## src/rtl/dram_addr_pkg.sv

```systemverilog
package dram_addr_pkg;
  localparam int unsigned XW = 7;
  localparam int unsigned YW = 4;
  localparam int unsigned DW = 8;

  typedef struct packed {
    logic vert;
    logic mx;
    logic my;
  } mode_t;
endpackage

```

## src/rtl/dram_cmd_check.sv

```systemverilog
module dram_cmd_check #(
  parameter int unsigned XW     = 7,
  parameter int unsigned YW     = 4,
  parameter int unsigned X_LAST = 101,
  parameter int unsigned Y_LAST = 8,
  parameter int unsigned Y_ICON = 10
) (
  input  logic [XW-1:0] setx_val,
  input  logic [YW-1:0] sety_val,
  output logic          x_ok,
  output logic          y_ok
);
  always_comb begin
    x_ok = (32'(setx_val) <= X_LAST);
    y_ok = (32'(sety_val) <= Y_LAST) || (32'(sety_val) == Y_ICON);
  end
endmodule

```

## src/rtl/dram_ptr_step.sv

```systemverilog
module dram_ptr_step #(
  parameter int unsigned XW     = 7,
  parameter int unsigned YW     = 4,
  parameter int unsigned X_LAST = 101,
  parameter int unsigned Y_LAST = 8,
  parameter int unsigned Y_ICON = 10
) (
  input  logic [XW-1:0] x_cur,
  input  logic [YW-1:0] y_cur,
  input  logic          vert,
  output logic [XW-1:0] x_nxt,
  output logic [YW-1:0] y_nxt
);
  localparam logic [XW-1:0] XL = XW'(X_LAST);
  localparam logic [YW-1:0] YL = YW'(Y_LAST);
  localparam logic [YW-1:0] YI = YW'(Y_ICON);

  logic x_end, y_end, icon;

  always_comb begin
    x_end = (x_cur == XL);
    y_end = (y_cur == YL);
    icon  = (y_cur == YI);
    x_nxt = x_cur;
    y_nxt = y_cur;
    if (icon || !vert) begin
      x_nxt = x_end ? '0 : x_cur + 1'b1;
      if (!icon && x_end)
        y_nxt = y_end ? '0 : y_cur + 1'b1;
    end else begin
      y_nxt = y_end ? '0 : y_cur + 1'b1;
      if (y_end)
        x_nxt = x_end ? '0 : x_cur + 1'b1;
    end
  end
endmodule

```

## src/rtl/dram_addr_mirror.sv

```systemverilog
module dram_addr_mirror #(
  parameter int unsigned XW     = 7,
  parameter int unsigned YW     = 4,
  parameter int unsigned X_LAST = 101,
  parameter int unsigned Y_LAST = 8,
  parameter int unsigned Y_ICON = 10
) (
  input  logic [XW-1:0] x_in,
  input  logic [YW-1:0] y_in,
  input  logic          mx,
  input  logic          my,
  output logic [XW-1:0] col_out,
  output logic [YW-1:0] bank_out
);
  localparam logic [XW-1:0] XL = XW'(X_LAST);
  localparam logic [YW-1:0] YL = YW'(Y_LAST);
  localparam logic [YW-1:0] YI = YW'(Y_ICON);

  always_comb begin
    col_out  = mx ? (XL - x_in) : x_in;
    bank_out = (my && (y_in != YI)) ? (YL - y_in) : y_in;
  end
endmodule

```

## src/rtl/dram_addr_gen.sv

```systemverilog
module dram_addr_gen #(
  parameter int unsigned COLS   = 102,
  parameter int unsigned BANKS  = 9,
  parameter int unsigned Y_ICON = 10,
  parameter int unsigned XW     = dram_addr_pkg::XW,
  parameter int unsigned YW     = dram_addr_pkg::YW,
  parameter int unsigned DW     = dram_addr_pkg::DW
) (
  input  logic          clk,
  input  logic          rst,
  input  logic          cfg_ld,
  input  logic          cfg_vert,
  input  logic          cfg_mx,
  input  logic          cfg_my,
  input  logic          setx_en,
  input  logic [XW-1:0] setx_val,
  input  logic          sety_en,
  input  logic [YW-1:0] sety_val,
  input  logic          wr_stb,
  input  logic [DW-1:0] wr_data,
  output logic          ram_wr_en,
  output logic [XW-1:0] ram_col,
  output logic [YW-1:0] ram_bank,
  output logic [DW-1:0] ram_data,
  output logic          cmd_err
);
  import dram_addr_pkg::*;

  localparam int unsigned X_LAST = COLS - 1;
  localparam int unsigned Y_LAST = BANKS - 1;

  logic [XW-1:0] x_q, x_nxt, col_m;
  logic [YW-1:0] y_q, y_nxt, bank_m;
  mode_t         mode_q;
  logic          x_ok, y_ok, any_set;

  dram_cmd_check #(.XW(XW), .YW(YW), .X_LAST(X_LAST), .Y_LAST(Y_LAST), .Y_ICON(Y_ICON))
    u_chk (.setx_val(setx_val), .sety_val(sety_val), .x_ok(x_ok), .y_ok(y_ok));

  dram_ptr_step #(.XW(XW), .YW(YW), .X_LAST(X_LAST), .Y_LAST(Y_LAST), .Y_ICON(Y_ICON))
    u_step (.x_cur(x_q), .y_cur(y_q), .vert(mode_q.vert), .x_nxt(x_nxt), .y_nxt(y_nxt));

  dram_addr_mirror #(.XW(XW), .YW(YW), .X_LAST(X_LAST), .Y_LAST(Y_LAST), .Y_ICON(Y_ICON))
    u_mir (.x_in(x_q), .y_in(y_q), .mx(mode_q.mx), .my(mode_q.my),
           .col_out(col_m), .bank_out(bank_m));

  assign any_set = setx_en | sety_en;

  always_ff @(posedge clk) begin
    if (rst) begin
      x_q       <= '0;
      y_q       <= '0;
      mode_q    <= '0;
      ram_wr_en <= 1'b0;
      ram_col   <= '0;
      ram_bank  <= '0;
      ram_data  <= '0;
      cmd_err   <= 1'b0;
    end else begin
      ram_wr_en <= 1'b0;
      cmd_err   <= (setx_en && !x_ok) || (sety_en && !y_ok);
      if (cfg_ld)
        mode_q <= '{vert: cfg_vert, mx: cfg_mx, my: cfg_my};
      if (setx_en && x_ok)
        x_q <= setx_val;
      if (sety_en && y_ok)
        y_q <= sety_val;
      if (!any_set && wr_stb) begin
        ram_wr_en <= 1'b1;
        ram_col   <= col_m;
        ram_bank  <= bank_m;
        ram_data  <= wr_data;
        x_q       <= x_nxt;
        y_q       <= y_nxt;
      end
    end
  end
endmodule

```

## config.mk

```make
export PLATFORM = sky130hd
export DESIGN_NAME = dram_addr_gen
export DESIGN_NICKNAME = d
export VERILOG_FILES = /design/src/rtl/dram_addr_pkg.sv /design/src/rtl/dram_cmd_check.sv /design/src/rtl/dram_ptr_step.sv /design/src/rtl/dram_addr_mirror.sv /design/src/rtl/dram_addr_gen.sv
export SDC_FILE = /design/constraint.sdc
export NUM_CORES = 1
export LEC_CHECK = 0
export ABC_AREA = 1
export CAP_MARGIN = 30
export CORE_MARGIN = 2
export CORE_UTILIZATION = 51
export DETAILED_ROUTE_END_ITERATION = 8
export GPL_ROUTABILITY_DRIVEN = 0
export PLACE_DENSITY = 0.78
export SLEW_MARGIN = 20
export SYNTH_ARGS = -nofsm -noshare
export SYNTH_HDL_FRONTEND = slang
export SYNTH_HIERARCHICAL = 1
export SYNTH_SLANG_ARGS = --single-unit
```

## constraint.sdc

```tcl
create_clock -name clk -period 2.35 [get_ports clk]
set_clock_uncertainty 0.05 [all_clocks]
set_input_delay 0.47 -clock clk [delete_from_list [all_inputs] [get_ports clk]]
set_output_delay 0.47 -clock clk [all_outputs]
set_load 0.05 [all_outputs]
```

# Word level (Yosys, flattened, before mapping)

Index checks and enable logic that the tools add are counted.
W data, S select, Z words.

Add/sub/neg operators: 4
Multipliers: 0
Divide/modulo/power cells: 0
Order comparisons: 2
Equality and inequality tests: 7
Shift-type cells: 0
Mux-type cells: 13
Bitwise operators: 1
Reductions and logical operators: 19

Operators with widths:

| kind                  | count |
|---|---|
| $mux W7               | 6 |
| $mux W4               | 6 |
| $eq A4 B4 Y1 const B  | 3 |
| $add A7 B1 Y7 const B | 1 |
| $eq A7 B7 Y1 const B  | 1 |
| $le A7 B7 Y1 const B  | 1 |
| $logic_and A1 B1 Y1   | 7 |
| $sub A7 B7 Y7 const A | 1 |
| $logic_not A1 Y1      | 5 |
| $add A4 B1 Y4 const B | 1 |
| $le A4 B4 Y1 const B  | 1 |
| $ne A4 B4 Y1 const B  | 1 |
| $reduce_and A2 Y1     | 2 |
| $reduce_bool A2 Y1    | 2 |
| $sub A4 B4 Y4 const A | 1 |
| $logic_or A1 B1 Y1    | 3 |
| $ne A3 B1 Y1 const B  | 1 |
| $ne A3 B3 Y1 const B  | 1 |
| $mux W1               | 1 |
| $or A1 B1 Y1          | 1 |

Bits in registers: 35
Latch bits: 0
Memory bits (writable): 0
Memory bits (read-only): 0
Input port bits: 28
Output and inout bits: 21
Memories: 0

# Depth between registers and ports, before layout

Gate-level depths: netlist of the first run.

Depth in word-level cells: 6
Gate-level depth with buffers: 12
Gate-level depth less buffers: 12

# Modules after synthesis

Netlist of the first run, hierarchy kept.

Modules (own cells, without submodules):

| module           | instances | cells an instance | area each (sq um) | sequential area each (sq um) |
|---|---|---|---|---|
| dram_addr_gen    | 1         | 193               | 1511.4            | 700.7 |
| dram_ptr_step    | 1         | 84                | 435.4             | 0.0 |
| dram_addr_mirror | 1         | 50                | 260.2             | 0.0 |
| dram_cmd_check   | 1         | 7                 | 27.5              | 0.0 |

# Worst setup path before layout of the first run

No wires, ideal clock.

Path kind: reg2reg
Start: reg y_q[0]
End: reg x_q[5]
Setup time: 135 ps
Arrival: 1434 ps
Required time: 2165 ps
Setup slack: 731 ps
Stages on the path, launching flop included: 11
Clock period less this slack: 1619 ps
Cell sequence: dfxtp_1 inv_1 ha_1 nand3_2 nand3_4 buf_6 a21oi_1 nor2_1 nand3b_1 nand2_1 a21oi_1

Longest elaborated chain between the ends: 4
Elaborated cells between the ends (all ways): 7

Ends and longest elaborated chain:

| what                     | RTL line            | text |
|---|---|---|
| start: declaration       | dram_addr_gen.sv:33 | `logic [YW-1:0] y_q, y_nxt, bank_m;` |
| start signal: assignment | dram_addr_gen.sv:67 | `y_q <= sety_val;` |
| start signal: assignment | dram_addr_gen.sv:74 | `y_q <= y_nxt;` |
| $eq A4 B4 Y1             | dram_ptr_step.sv:23 | `icon = (y_cur == YI);` |
| $logic_or A1 B1 Y1       | dram_ptr_step.sv:26 | `if (icon \|\| !vert) begin` |
| $mux W7                  | dram_ptr_step.sv:26 |  |
| named net x_nxt[5]       | dram_addr_gen.sv:32 | `logic [XW-1:0] x_q, x_nxt, col_m;` |
| $mux W7                  | dram_addr_gen.sv:68 | `if (!any_set && wr_stb) begin` |
| end signal: assignment   | dram_addr_gen.sv:65 | `x_q <= setx_val;` |
| end signal: assignment   | dram_addr_gen.sv:73 | `x_q <= x_nxt;` |
| end: declaration         | dram_addr_gen.sv:32 |  |

The timed path passes the listed nets, and every way through them passes these cells.
A chain may end at the register's enable or synchronous reset.

# Worst setup path after layout of the first run

Start: reg ram_data[1]
End: out ram_data[1]

RTL lines:

| what                     | RTL line            | text |
|---|---|---|
| start: declaration       | dram_addr_gen.sv:24 | `output logic [DW-1:0] ram_data,` |
| start signal: assignment | dram_addr_gen.sv:72 | `ram_data <= wr_data;` |

No word-level cell between the ends.

==> results.json, run 1 <==
{
  "outcome": "finished, final reports clean",
  "drt_wl_total_um": 4710,
  "p_total_mw": 1.38,
  "hp-class": "flip-flop to flip-flop",
  "synth.distinct_cells": 27,
  "ys_seq_elements": 35,
  "final_antenna_net_count": 0,
  "layout-drive-gt1-share_pct": 11.1,
  "cts_hold_buf": 0,
  "endpoint_kind": "output pin",
  "yosys-top-cells-area": "dfxtp_1 31%, nand2_1 18%, nand3_1 8.5%, a21oi_1 6.0%, inv_1 5.9%",
  "grt-ovfl-total": 0,
  "r2r-start": "x_q[0]$_SDFFE_PP0P_",
  "crit_cells": 1,
  "worstMarginPinSlew_ns": 0.510,
  "rows": 24,
  "max-cap-violations": 0,
  "finalSetupViolCount": 0,
  "reg2reg_to": "x_q[6]$_SDFFE_PP0P_",
  "cp_max_fo": 2,
  "fp.dieW_um": 70.2,
  "routedWlPerCell_um": 10.9,
  "hold_viol": 0,
  "syn_avg_cell_area_um2": 6.69,
  "start_kind": "flip-flop",
  "syn_nets": 370,
  "synth_top_area_share_pct": 31.4,
  "drv_slew": 0,
  "comb_power_share_pct": 20.8,
  "place_hpwl_um": 3400,
  "cp_slowest_cell": "clkdlybuf4s50_1",
  "synth_area_mm2": 0.00223,
  "grt_pass1_vias": 1945,
  "layout_common_cells": "105 x nand2_1, 48 x clkdlybuf4s50_1, 38 x nand3_1",
  "num_antenna_cells": 0,
  "die_area_mm2": 0.00493,
  "path_clk_slew_ns": 0.08,
  "cts_resized": 0,
  "cp_top_family": "buffers and inverters",
  "cp_cell_sequence": "clkdlybuf4s50_1",
  "yosys.area.top_type": "dfxtp_1",
  "fin_crit_sh_pct": 85.3,
  "drc": 0,
  "clockPowerShare_pct": 31.5,
  "switching_power_uw": 431,
  "grt_pass1_wl_um": 8400,
  "synthCells": 334,
  "clk_latency_ns": 0.29,
  "max_slew_margin_pct": 65.9,
  "cp-endpoint": "ram_data[1]",
  "critPathArrivalTime_ns": 1.48,
  "core-area_mm2": 0.00429,
  "p_int_uw": 951,
  "mostFrequentLayoutCell": "nand2_1",
  "vias_per_cell": 4.93,
  "firstDrtPassIters": 5,
  "grt_usage_pct": 20.7,
  "ys_seq_area_share_pct": 31.4,
  "fmax_mhz": 499,
  "clk_path_buf_depth": 2,
  "cts_made_buffers": 5,
  "p_leak_nw": 1.17,
  "yosys_warnings": 6,
  "power.density_mw_per_mm2": 497,
  "crit_required_ns": 1.83,
  "fin_crit_ns": 2.00,
  "syn2layout_area_growth_pct": 24.5,
  "fp.dieH_um": 70.2,
  "fin_tns_setup_ns": 0,
  "switching_share_pct": 31.2,
  "grt_max_degree": 36,
  "cts-root-buf": "clkbuf_8",
  "startpoint": "ram_data[1]$_SDFFE_PP0P_",
  "criticalPathCategory": "flip-flop to output pin",
  "ff2ff_path_depth": 11,
  "cts_tree": "done",
  "rsz0062_at_grt": "no",
  "num_vias": 2124,
  "r2r_setup_slack_ns": 0.57,
  "portBuffers": 48,
  "num_io_pins": 49,
  "ir_drop_uv": 375,
  "crit_buf_inv": 1,
  "p_seq_share_pct": 47.7,
  "drtIter0Drc": 107,
  "final_nets": 414,
  "antenna_found_initial": 0,
  "start_util_pct": 52.0,
  "max_stage_delay_ns": 0.82,
  "htree_levels": 2,
  "cts_setup_buffers": 0,
  "clock_sinks": 35
}
## layer usage
layer  GRT usage (%)  vias up  part of all wire (%)
met4            4.49        0                   1.0
met5               0        -                     0
met1            26.2      937                    46
li1                -     1147                     -
met2            35.9       35                    49
met3            4.76        5                   3.8
## stage by stage
| stage | area, um2 | util (%) | hold slack, ns | setup WS (ns) | instances |
|---|---|---|---|---|---|
| global placement | 2690 | 62.7 | 0.403 | 0.317 | 423 |
| floorplan | 2230 | - | 0.389 | 0.731 | 334 |
| detailed placement | 2690 | 62.7 | 0.407 | 0.235 | 423 |
| global route | 2780 | 64.8 | 0.430 | 0.310 | 431 |
| finish | 2780 | 64.8 | 0.413 | 0.345 | 431 |
| CTS | 2780 | 64.8 | 0.417 | 0.331 | 431 |
## cells by family after synthesis
group | Yosys count | synth area share (%)
buffers and inverters | 54 | 12.0
adder cells (fa/ha/maj) | 8 | 4.48
flip-flops | 35 | 31.4
AND/OR/NAND/NOR | 183 | 37.4
XOR/XNOR | 6 | 2.35
AO/OA/AOI/OAI | 48 | 12.4
## layout make-up
class,count,area [um2]
multi-input cells,245,1270
inverters,38,144
flip-flops and latches,35,701
clock buffers,5,68.8
repair buffers,53,518
clock inverters,3,20.0
fillers,410,1510
well taps,52,65.1
## state kept, by name (all words and copies together), names as in the netlist
signal and cells:
cmd_err 1, mode_q 3, y_q 4, ram_data 8, ram_wr_en 1, ram_col 7
ram_bank 4, x_q 7
## worst min path at each step
stage / start / endpoint / slack, ns / cells past startpoint
after global routing: ram_bank[0]$_SDFFE_PP0P_ / ram_bank[0]$_SDFFE_PP0P_ / 0.43 / 2
final: ram_data[4]$_SDFFE_PP0P_ / ram_data[4]$_SDFFE_PP0P_ / 0.41 / 2
after CTS: ram_data[7]$_SDFFE_PP0P_ / ram_data[7]$_SDFFE_PP0P_ / 0.42 / 2
after detailed placement: ram_data[7]$_SDFFE_PP0P_ / ram_data[7]$_SDFFE_PP0P_ / 0.41 / 2
after floorplan: mode_q[0]$_SDFFE_PP0P_ / mode_q[0]$_SDFFE_PP0P_ / 0.39 / 2
after global placement: ram_bank[0]$_SDFFE_PP0P_ / ram_bank[0]$_SDFFE_PP0P_ / 0.40 / 2
## power groups by stage
stage	registers (mW)	logic, mW	clock network [mW]
floorplan	0.698	0.168	0
detailed placement	0.673	0.288	0
global placement	0.672	0.282	0
global route	0.663	0.324	0.469
CTS	0.659	0.289	0.448
finish	0.659	0.287	0.435
## synth_stat cells
library cell / number
buf_1: 1
nand2_4: 1
a21oi_2: 10
buf_8: 1
buf_6: 5
inv_2: 2
nand3_1: 38
nand3b_1: 8
nand3_2: 2
nor2_4: 1
clkinv_2: 1
ha_1: 8
o21ai_1: 2
buf_2: 3
nor3_1: 2
nor2_1: 14
clkbuf_1: 3
xor2_1: 5
dfxtp_1: 35
a21oi_1: 27
inv_1: 35
buf_4: 3
xnor2_1: 1
nand2_1: 105
o21ai_0: 9
nand3_4: 1
nand2_2: 11
(Power assumes the default switching activity.)
==> run 2: changes to the inputs <==
MAX_ROUTING_LAYER = met4   (was default)
==> run 2 against run 1 <==
Worst hold slack is the same. Critical path depth is the same. Clock-buffer cell count is the same. Worst setup slack is essentially flat. Sequential power is essentially flat.
==> results.json, run 2 (synthesized netlist as in run 1, its figures left out) <==
{
  "outcome": "finished, final reports clean",
  "die_area_mm2": 0.00493,
  "place_hpwl_um": 3400,
  "grt-ovfl-total": 0,
  "cts-root-buf": "clkbuf_8",
  "clk_path_buf_depth": 2,
  "p_leak_nw": 1.17,
  "portBuffers": 48,
  "cts_resized": 0,
  "crit_required_ns": 1.83,
  "path_clk_slew_ns": 0.08,
  "power.density_mw_per_mm2": 497,
  "max_slew_margin_pct": 65.9,
  "htree_levels": 2,
  "crit_buf_inv": 1,
  "layout_common_cells": "105 x nand2_1, 48 x clkdlybuf4s50_1, 38 x nand3_1",
  "utilization_pct": 64.8,
  "cp_top_family": "buffers and inverters",
  "num_io_pins": 49,
  "max-cap-violations": 0,
  "grt_pass1_vias": 1940,
  "worstMarginPinSlew_ns": 0.510,
  "reg2reg_to": "x_q[3]$_SDFFE_PP0P_",
  "largestRegisters": "ram_data: 8 flops, ram_col: 7 flops, x_q: 7 flops",
  "mostFrequentLayoutCell": "nand2_1",
  "endpoint_kind": "output pin",
  "num_vias": 2115,
  "start_kind": "flip-flop",
  "grt_usage_pct": 21.2,
  "hold_viol": 0,
  "fin_crit_ns": 2.01,
  "drtIter0Drc": 116,
  "routedWlPerCell_um": 10.9,
  "r2r-start": "y_q[1]$_SDFFE_PP0P_",
  "r2r_setup_slack_ns": 0.58,
  "max_flop_register": "ram_data",
  "cts_setup_buffers": 0,
  "fp.dieW_um": 70.2,
  "drt_wl_total_um": 4680,
  "clk_latency_ns": 0.29,
  "drv_slew": 0,
  "grt_max_degree": 36,
  "drc": 0,
  "critPathArrivalTime_ns": 1.49,
  "cts_made_buffers": 5,
  "layout-drive-gt1-share_pct": 11.1,
  "antenna_found_initial": 0,
  "core-area_mm2": 0.00429,
  "cp_cell_sequence": "clkdlybuf4s50_1",
  "fin_crit_sh_pct": 85.3,
  "start_util_pct": 52.0,
  "cts_tree": "done",
  "final_antenna_net_count": 0,
  "final_nets": 414,
  "cp_slowest_cell": "clkdlybuf4s50_1",
  "rsz0062_at_grt": "no",
  "num_antenna_cells": 0,
  "syn2layout_area_growth_pct": 24.5,
  "fin_tns_setup_ns": 0,
  "fmax_mhz": 499,
  "hp-class": "flip-flop to flip-flop",
  "startpoint": "ram_data[1]$_SDFFE_PP0P_",
  "clock_sinks": 35,
  "vias_per_cell": 4.91,
  "criticalPathCategory": "flip-flop to output pin",
  "cp-endpoint": "ram_data[1]",
  "finalSetupViolCount": 0,
  "cp_max_fo": 2,
  "cts_hold_buf": 0,
  "max_stage_delay_ns": 0.82,
  "rows": 24,
  "crit_cells": 1,
  "ir_drop_uv": 375,
  "grt_pass1_wl_um": 8400,
  "ff2ff_path_depth": 11,
  "largest_register_ffs": 8,
  "fp.dieH_um": 70.2,
  "firstDrtPassIters": 4
}
run 2: layout make-up:
cell class / instances / area [um2]
multi-input cells: 245 / 1270
fillers: 410 / 1510
clock inverters: 3 / 20.0
inverters: 38 / 144
clock buffers: 5 / 68.8
well taps: 52 / 65.1
flip-flops and latches: 35 / 701
repair buffers: 53 / 518
run 2: worst min-delay path by stage:
stage | from | end | slack [ns] | cells after the start
floorplan | mode_q[0]$_SDFFE_PP0P_ | mode_q[0]$_SDFFE_PP0P_ | 0.39 | 2
global placement | ram_bank[0]$_SDFFE_PP0P_ | ram_bank[0]$_SDFFE_PP0P_ | 0.40 | 2
detailed placement | ram_data[7]$_SDFFE_PP0P_ | ram_data[7]$_SDFFE_PP0P_ | 0.41 | 2
CTS | ram_data[7]$_SDFFE_PP0P_ | ram_data[7]$_SDFFE_PP0P_ | 0.42 | 2
global route | ram_bank[0]$_SDFFE_PP0P_ | ram_bank[0]$_SDFFE_PP0P_ | 0.43 | 2
finish | ram_data[4]$_SDFFE_PP0P_ | ram_data[4]$_SDFFE_PP0P_ | 0.41 | 2
run 2: through the flow:
| step | cells | hold slack (ns) | total power, mW | setup WS (ns) | instance area, um2 |
|---|---|---|---|---|---|
| 5_1_grt | 431 | 0.430 | 1.46 | 0.310 | 2780 |
| 6_report | 431 | 0.413 | 1.38 | 0.345 | 2780 |
| 3_3_place_gp | 423 | 0.403 | 0.954 | 0.317 | 2690 |
| 4_1_cts | 431 | 0.417 | 1.40 | 0.331 | 2780 |
| 3_5_place_dp | 423 | 0.407 | 0.961 | 0.235 | 2690 |
| 2_1_floorplan | 334 | 0.389 | 0.865 | 0.731 | 2230 |
run 2: per-layer routing:
layer / up-vias / GRT usage (%) / wire length [um]
met5: - / - / 0
met4: 0 / 4.49 / 49
met3: 5 / 4.76 / 171
met2: 32 / 35.9 / 2300
met1: 932 / 26.2 / 2160
li1: 1146 / - / -
run 2: power breakdown:
group / leakage (nW) / internal (mW) / total [mW] / switching [mW]
logic: 0.847 / 0.126 / 0.287 / 0.161
clock network: 0.0402 / 0.206 / 0.436 / 0.230
registers: 0.286 / 0.619 / 0.659 / 0.0398
==> run 3: changes to the inputs <==
RECOVER_POWER = 25   (was default)
==> run 3 against run 2 <==
Final cell count is the same. First-iteration DRC count grew 18%. Fmax grew 0.15%. Critical path type unchanged. Largest power group unchanged.
==> results.json, run 3 (synthesized netlist as in run 1, its figures left out) <==
{
  "drc": 0,
  "cts_hold_buf": 0,
  "grt-ovfl-total": 0,
  "firstDrtPassIters": 4,
  "cp_top_family": "buffers and inverters",
  "num_vias": 2114,
  "start_kind": "flip-flop",
  "cts_resized": 0,
  "routedWlPerCell_um": 10.9,
  "num_io_pins": 49,
  "fp.dieW_um": 70.2,
  "outcome": "finished, final reports clean",
  "fin_crit_sh_pct": 85.2,
  "cts-root-buf": "clkbuf_8",
  "critPathArrivalTime_ns": 1.48,
  "max_flop_register": "ram_data",
  "hold_start": "ram_data[4]$_SDFFE_PP0P_",
  "largest_register_ffs": 8,
  "endpoint_kind": "output pin",
  "rows": 24,
  "drt_wl_total_um": 4700,
  "ff2ff_path_depth": 11,
  "hold_viol": 0,
  "htree_levels": 2,
  "grt_max_degree": 36,
  "finalSetupViolCount": 0,
  "layout_common_cells": "105 x nand2_1, 47 x clkdlybuf4s50_1, 38 x nand3_1",
  "path_clk_slew_ns": 0.08,
  "fin_tns_setup_ns": 0,
  "die_area_mm2": 0.00493,
  "fp.dieH_um": 70.2,
  "largestRegisters": "ram_data: 8 flops, ram_col: 7 flops, x_q: 7 flops",
  "final_nets": 414,
  "r2r_setup_slack_ns": 0.55,
  "final_antenna_net_count": 0,
  "holdPathStages": 2,
  "clock_sinks": 35,
  "crit_buf_inv": 1,
  "crit_required_ns": 1.83,
  "grt_usage_pct": 21.2,
  "syn2layout_area_growth_pct": 24.0,
  "max_stage_delay_ns": 0.82,
  "reg2reg_to": "x_q[6]$_SDFFE_PP0P_",
  "r2r-start": "x_q[0]$_SDFFE_PP0P_",
  "layout_setup_ws_ns": 0.348,
  "clk_latency_ns": 0.29,
  "cts_setup_buffers": 0,
  "mostFrequentLayoutCell": "nand2_1",
  "clk_path_buf_depth": 2,
  "vias_per_cell": 4.90,
  "max_slew_margin_pct": 46.9,
  "power.density_mw_per_mm2": 498,
  "layout-drive-gt1-share_pct": 10.3,
  "cp_slowest_cell": "clkdlybuf4s50_1",
  "cts_made_buffers": 5,
  "core-area_mm2": 0.00429,
  "cts_tree": "done",
  "ir_drop_uv": 354,
  "cp_cell_sequence": "clkdlybuf4s50_1",
  "criticalPathCategory": "flip-flop to output pin",
  "hp-class": "flip-flop to flip-flop",
  "grt_pass1_vias": 1940,
  "place_hpwl_um": 3400,
  "worstHoldEndpoint": "ram_data[4]$_SDFFE_PP0P_",
  "grt_pass1_wl_um": 8400,
  "p_leak_nw": 1.17,
  "num_antenna_cells": 0,
  "antenna_found_initial": 0,
  "max-cap-violations": 0,
  "dpl_worst_slack_ns": 0.235,
  "fmax_mhz": 499,
  "drv_slew": 0,
  "drtIter0Drc": 137,
  "rsz0062_at_grt": "no",
  "cp_max_fo": 2,
  "fin_crit_ns": 2.00,
  "start_util_pct": 52.0,
  "worstMarginPinSlew_ns": 0.796,
  "portBuffers": 48
}
run 3: area by class of cell:
cell class	instances	area (um2)
fillers	412	1520
multi-input cells	245	1260
flip-flops and latches	35	701
repair buffers	53	515
inverters	38	143
clock buffers	5	68.8
well taps	52	65.1
clock inverters	3	20.0
run 3: per-stage QoR:
step / power [mW] / area (um2) / std cells / utilization (%) / hold slack, ns
CTS: 1.40 / 2780 / 431 / 64.8 / 0.417
finish: 1.38 / 2770 / 431 / 64.5 / 0.413
global route: 1.45 / 2770 / 431 / 64.5 / 0.430
global placement: 0.954 / 2690 / 423 / 62.7 / 0.403
floorplan: 0.865 / 2230 / 334 / - / 0.389
detailed placement: 0.961 / 2690 / 423 / 62.7 / 0.407
run 3: worst max-delay path by stage:
| stage | start | endpoint | slack, ns | cells after the start |
|---|---|---|---|---|
| after floorplan | y_q[0]$_SDFFE_PP0P_ | x_q[5]$_SDFFE_PP0P_ | 0.73 | 10 |
| after global placement | sety_en | ram_col[1]$_SDFFE_PP0P_ | 0.32 | 6 |
| after detailed placement | sety_en | ram_data[0]$_SDFFE_PP0P_ | 0.24 | 6 |
| after CTS | ram_data[1]$_SDFFE_PP0P_ | ram_data[1] | 0.33 | 1 |
| after global routing | sety_en | ram_col[2]$_SDFFE_PP0P_ | 0.20 | 6 |
| final | ram_data[1]$_SDFFE_PP0P_ | ram_data[1] | 0.35 | 1 |
run 3: power by group:
group / internal (mW) / leakage, nW / switching, mW / total, mW
Sequential: 0.619 / 0.286 / 0.0399 / 0.659
Combinational: 0.125 / 0.849 / 0.161 / 0.285
Clock: 0.206 / 0.0402 / 0.228 / 0.434
run 3: metal layers:
metal / global-route usage, % / part of all wire [%] / up-vias
met5: - / 0 / -
met4: 4.49 / 1.0 / 0
met3: 4.76 / 3.3 / 4
met2: 35.9 / 49 / 30
met1: 26.2 / 46 / 935
li1: - / - / 1145
